[src/rtl/hs_pkg.sv]
package hs_pkg;
    typedef enum logic {
        S_IDLE = 1'b0,
        S_BUSY = 1'b1
    } hs_state_e;
endpackage

[src/rtl/hs_sync.sv]
module hs_sync #(
    parameter int STAGES = 2
) (
    input  logic clk,
    input  logic rst_n,
    input  logic d,
    output logic q
);
    logic [STAGES-1:0] chain;

    always_ff @(posedge clk or negedge rst_n) begin
        if (!rst_n) begin
            chain <= '0;
        end else begin
            chain <= {chain[STAGES-2:0], d};
        end
    end

    assign q = chain[STAGES-1];
endmodule

[src/rtl/hs_edge.sv]
module hs_edge (
    input  logic clk,
    input  logic rst_n,
    input  logic lvl,
    output logic rise
);
    logic prev;

    always_ff @(posedge clk or negedge rst_n) begin
        if (!rst_n) begin
            prev <= 1'b0;
        end else begin
            prev <= lvl;
        end
    end

    assign rise = lvl & ~prev;
endmodule

[src/rtl/hs_fsm.sv]
module hs_fsm
    import hs_pkg::*;
(
    input  logic clk,
    input  logic rst_n,
    input  logic stb_rise,
    input  logic ack_rise,
    output logic busy_lvl
);
    hs_state_e state, state_nx;

    // Next-state logic: STROBE_SEEN, ACK_SEEN, HOLD
    always_comb begin
        state_nx = state;
        unique case (state)
            S_IDLE: begin
                if (stb_rise) begin
                    state_nx = S_BUSY;              // STROBE_SEEN
                end
            end
            S_BUSY: begin
                if (ack_rise && !stb_rise) begin
                    state_nx = S_IDLE;              // ACK_SEEN (set wins a tie)
                end
            end
            default: state_nx = S_IDLE;
        endcase
    end

    // State register
    always_ff @(posedge clk or negedge rst_n) begin
        if (!rst_n) begin
            state <= S_IDLE;
        end else begin
            state <= state_nx;
        end
    end

    // Output register
    always_ff @(posedge clk or negedge rst_n) begin
        if (!rst_n) begin
            busy_lvl <= 1'b0;
        end else begin
            busy_lvl <= (state_nx == S_BUSY);
        end
    end
endmodule

[src/rtl/prn_hs_adapter.sv]
module prn_hs_adapter #(
    parameter bit STB_ACTIVE_LOW = 1'b1,
    parameter int SYNC_STAGES    = 2
) (
    input  logic clk,
    input  logic rst_n,
    input  logic strobe_raw,
    input  logic ack_raw,
    input  logic ack_pol,
    input  logic busy_pol,
    output logic busy_out
);
    localparam logic STB_FLIP = STB_ACTIVE_LOW;

    logic stb_norm, ack_norm;
    logic stb_sync, ack_sync;
    logic stb_rise, ack_rise;
    logic busy_lvl;

    // Normalise to active-high so the synchroniser reset value means idle
    assign stb_norm = strobe_raw ^ STB_FLIP;
    assign ack_norm = ack_raw ^ ack_pol;

    hs_sync #(.STAGES(SYNC_STAGES)) u_sync_stb (
        .clk(clk), .rst_n(rst_n), .d(stb_norm), .q(stb_sync)
    );
    hs_sync #(.STAGES(SYNC_STAGES)) u_sync_ack (
        .clk(clk), .rst_n(rst_n), .d(ack_norm), .q(ack_sync)
    );

    hs_edge u_edge_stb (.clk(clk), .rst_n(rst_n), .lvl(stb_sync), .rise(stb_rise));
    hs_edge u_edge_ack (.clk(clk), .rst_n(rst_n), .lvl(ack_sync), .rise(ack_rise));

    hs_fsm u_fsm (
        .clk(clk), .rst_n(rst_n),
        .stb_rise(stb_rise), .ack_rise(ack_rise),
        .busy_lvl(busy_lvl)
    );

    assign busy_out = busy_lvl ^ busy_pol;
endmodule

[config.mk]
export PLATFORM = sky130hd
export DESIGN_NAME = prn_hs_adapter
export DESIGN_NICKNAME = d
export VERILOG_FILES = /design/src/rtl/hs_pkg.sv /design/src/rtl/hs_sync.sv /design/src/rtl/hs_edge.sv /design/src/rtl/hs_fsm.sv /design/src/rtl/prn_hs_adapter.sv
export SDC_FILE = /design/constraint.sdc
export NUM_CORES = 1
export LEC_CHECK = 0
export BUFFER_PORTS_ARGS = -buffer_cell sky130_fd_sc_hd__buf_2
export CORE_AREA = 2 2 39 41
export DETAILED_ROUTE_END_ITERATION = 12
export DIE_AREA = 0 0 41 43
export PLACE_DENSITY = 0.41
export SYNTH_ARGS = -nofsm -noshare
export SYNTH_HDL_FRONTEND = slang
export SYNTH_SLANG_ARGS = --single-unit
[constraint.sdc]
create_clock -name clk -period 0.8 [get_ports clk]
set_clock_uncertainty 0.05 [all_clocks]
set_input_delay 0.16 -clock clk [delete_from_list [all_inputs] [get_ports clk]]
set_output_delay 0.16 -clock clk [all_outputs]
set_load 0.01 [all_outputs]
Yosys cells after proc, flatten, opt, wreduce, memory -nomap -nowiden --
Cells that the tools add are included.
Operators by class: reductions and logical operators 2, bitwise gates (word level) 8, multiplexer cells 3
Operator list (number):
- $not A1 Y1 | 4
- $and A1 B1 Y1 | 2
- $mux W1 | 2
- $pmux W1 S2 | 1
- $xor A1 B1 Y1 | 2
- $logic_and A1 B1 Y1 | 1
- $logic_not A1 Y1 | 1
Storage, ports and cells: logic and storage cells 18, output and inout bits 1, flip-flop bits (word level) 7, bits of input ports 6

Logic depth before layout (Yosys ltp) --
depth in word-level cells 6, gate-level depth with buffers 2

Modules after synthesis --
A second synthesis with hierarchy kept.
Second synthesis, totals: cells, all modules 14, area total of the unflattened synthesis 235.2 µm²
Modules (own cells, without submodules):
- hs_sync | cells an instance 2, times used 2, seq. area each 50.0 µm², area an instance 50.0 µm²
- hs_edge | cells an instance 2, times used 2, seq. area each 25.0 µm², area an instance 38.8 µm²
- hs_fsm | cells an instance 3, times used 1, seq. area each 25.0 µm², area an instance 36.3 µm²
- prn_hs_adapter | cells an instance 3, times used 1, seq. area each 0.0 µm², area an instance 21.3 µm²

Worst setup path before layout --
No wires, ideal clock.
path type register -> output, from reg u_fsm.state (netlist name), to out busy_out, setup slack -0.012 ns, data arrival time 0.602 ns, cell stages (with the launch flop) 2, path through dfrtp_1 -> xor2_1
RTL lines:
- end: declaration | RTL line prn_hs_adapter.sv:11 | output logic busy_out

==> metrics <==
nature of the critical path endpoint primary output; ratio of cells with drive above 1 in the final layout 44.0%; share of the clock period used by the worst path 142%; share of synthesized registers carrying an async set or reset 100%; Clock Tree Root sky130_fd_sc_hd__clkbuf_4; worst-case setup margin in the final layout -332 ps; via count normalized by instance count 3.29; count of placed standard cells including taps 35; Met3 Routed Length 46 µm; port buffer count 6; average footprint of a synthesized cell 16.6 µm²; RePlAce Congestion 0.563; portion of netlist area occupied by mux cells 0%; Synthesized Nets 19; r2r endpoint u_fsm.state; r2r setup slk -40 ps; core footprint 1380 µm²; H-tree depth 1; Min-Delay Path Class primary input to flop; sequential fraction of the synthesis area 81.4%; final WL 310 µm; flip-flop and latch count after synthesis 7; critical path class flop to primary output; failing checks negative setup slack; I/O pins 7; FMAX 0.883 GHz; Commonest cells post-synth sky130_fd_sc_hd__dfrtp_1, sky130_fd_sc_hd__inv_1, sky130_fd_sc_hd__xor2_1, sky130_fd_sc_hd__a22o_1, sky130_fd_sc_hd__nand2b_1; most frequently used flop master after synthesis sky130_fd_sc_hd__dfrtp_1; Post-DP HPWL 216 µm; top layer used by detailed routing met3; CP Data Required Time 590 ps; largest family of logic cells by synthesized area XOR/XNOR gates; unrepaired setup endpoints after global routing true; number of cells on the worst reg-to-reg path 2; adder-cell area share of the yosys netlist 0%; max-cap violation count 0; synthesized netlist cell count 13; clock period minus worst slack 1130 ps; area overhead of the layout relative to synthesis 51.7%; complex-gate fraction of the synthesized area 4.07%; dpl ws -102 ps; average routed wire per standard cell 7.56 µm; number of global-route vias before repair 159; number of warnings issued by yosys 0; final routed DRC violation total 0; total via count in the routed design 135; leading cell types by total area after synthesis sky130_fd_sc_hd__dfrtp_1, sky130_fd_sc_hd__xor2_1, sky130_fd_sc_hd__a22o_1, sky130_fd_sc_hd__inv_1, sky130_fd_sc_hd__nand2b_1; critical path fanouts, max 2; result of the run finished with violations; antenna diode count 0; number of flops mapped to enable cells by yosys 0; drt pass-1 iters 1; Sum Neg Setup Slack -373 ps; simple-gate share of the synthesized area 2.91%; overall die height 43 µm; TritonCTS Buffers 3; most common cell in the netlist sky130_fd_sc_hd__dfrtp_1; top cell type's share of synthesized area 81.4%; leakage power summed over all cells 0.000161 µW; floorplan row count 14; global-route wire length before repair 538 µm; Slew Viols, Final 0; beginning of the worst hold path ack_raw; clock sinks 7; RR Startpoint u_edge_ack.prev; netlist area before placement 215 µm²; routed wl met2 149 µm; wl on met1 114 µm; overall global routing resource usage 5.60%; maximum number of pins on one net before global-route repair 8; starting density of the core 15.6%; Cell Count, Final, Fillers Out 41; GRT overflow 0; floorplan die area 1760 µm²; smallest hold slack 37.9 ps; Max-Slew Margin vs Limit 90.3%; chip width 41 µm; Synth Area in XOR/XNOR 8.14%; Iter 0 DRT Violations 0; maximum vdd drop 1030 µV; Clock Latency Late Sink 240 ps; Startpoint Class flop; clock buffer depth 2; cell depth of the worst min-delay path 2; Synth cell types 5; cell type with the highest aggregate area in the netlist sky130_fd_sc_hd__dfrtp_1; TritonCTS clock tree done; power per standard cell area 2410 nW/µm²; count of endpoints failing setup in the final report 2; Arrival @ worst endpoint 920 ps; post-route ant nets 0; Least-Margin Pin Slew 145 ps; terminating pin of the worst hold path u_sync_ack.chain[0]; Post-layout nets 32; initial antenna violation count 0; clock transition at the registers of the reported paths 50 ps; number of hold violations in the final report 0
-- registers in the layout, indices dropped and copies added, names as in the netlist --
name / count
u_edge_ack.prev: 1
u_edge_stb.prev: 1
u_fsm.state: 1
u_sync_ack.chain: 2
u_sync_stb.chain: 2
-- worst max path at each step --
| stage | from | slack [ps] | cells past startpoint | to |
|---|---|---|---|---|
| after floorplan | u_fsm.state | 6 | 1 | busy_out |
| after detailed placement | u_fsm.state | -100 | 2 | busy_out |
| after CTS | u_fsm.state | -350 | 2 | busy_out |
| final | u_fsm.state | -330 | 2 | busy_out |
| after global placement | u_fsm.state | -100 | 2 | busy_out |
| after global routing | u_fsm.state | -380 | 2 | busy_out |
-- worst max-delay path, cell delays in order, from the launching register on --
cell and delay, ps:
sky130_fd_sc_hd__dfrtp_1 400, sky130_fd_sc_hd__xor2_2 140, sky130_fd_sc_hd__buf_2 130
-- cell usage in the layout, fill, tap and decap left out --
master,Yosys,routed
sky130_fd_sc_hd__buf_2,0,6
sky130_fd_sc_hd__xor2_1,2,1
sky130_fd_sc_hd__nand2b_4,0,1
sky130_fd_sc_hd__a22o_1,1,1
sky130_fd_sc_hd__clkbuf_4,0,3
sky130_fd_sc_hd__xor2_2,0,1
sky130_fd_sc_hd__dfrtp_1,7,7
sky130_fd_sc_hd__clkbuf_1,0,1
sky130_fd_sc_hd__dlygate4sd3_1,0,2
sky130_fd_sc_hd__inv_1,2,2
-- layer usage --
metal	global-route usage, %	vias to the layer above
met2	6.88	9
met3	6.28	0
met5	0	-
met1	4.03	64
met4	6.00	0
li1	-	62
-- power by group --
part	total (µW)	internal, µW	switching (µW)	leakage [µW]
Clock	309	190	119	0.0000150
Sequential	405	386	18.5	0.0000812
Combinational	74.2	45.4	28.7	0.0000651
Total	788	621	167	0.000161
-- stage by stage --
| stage | power, µW | area, µm² | utilization (%) |
|---|---|---|---|
| after floorplan | 436 | 223 | - |
| after global placement | 467 | 273 | 19.7 |
| after detailed placement | 471 | 273 | 19.7 |
| after CTS | 804 | 319 | 23.1 |
| after global routing | 846 | 327 | 23.6 |
| final | 788 | 327 | 23.6 |
-- final cells by class --
type,instances,area (µm²)
fill,151,1060
sequential,7,175
timing repair buffer,8,50.0
multi-input combinational,4,47.5
clock buffer,4,26.3
tap,16,20.0
inverter,2,7.51
-- kinds of logic after synthesis --
| family | after synthesis |
|---|---|
| AO/OA/AOI/OAI | 1 |
| XOR/XNOR | 2 |
| AND/OR/NAND/NOR | 1 |
| flip-flops | 7 |
| buffers and inverters | 2 |
-- what timing repair did --
item	in CTS	in global routing
hold buffers	2	0
buffers inserted	0	0
gates resized for setup	0	1
setup endpoints to repair	2	2
endpoints found under the hold margin	8	0
pin swaps	2	0
Note: power is estimated with default switching activity, not from simulation.
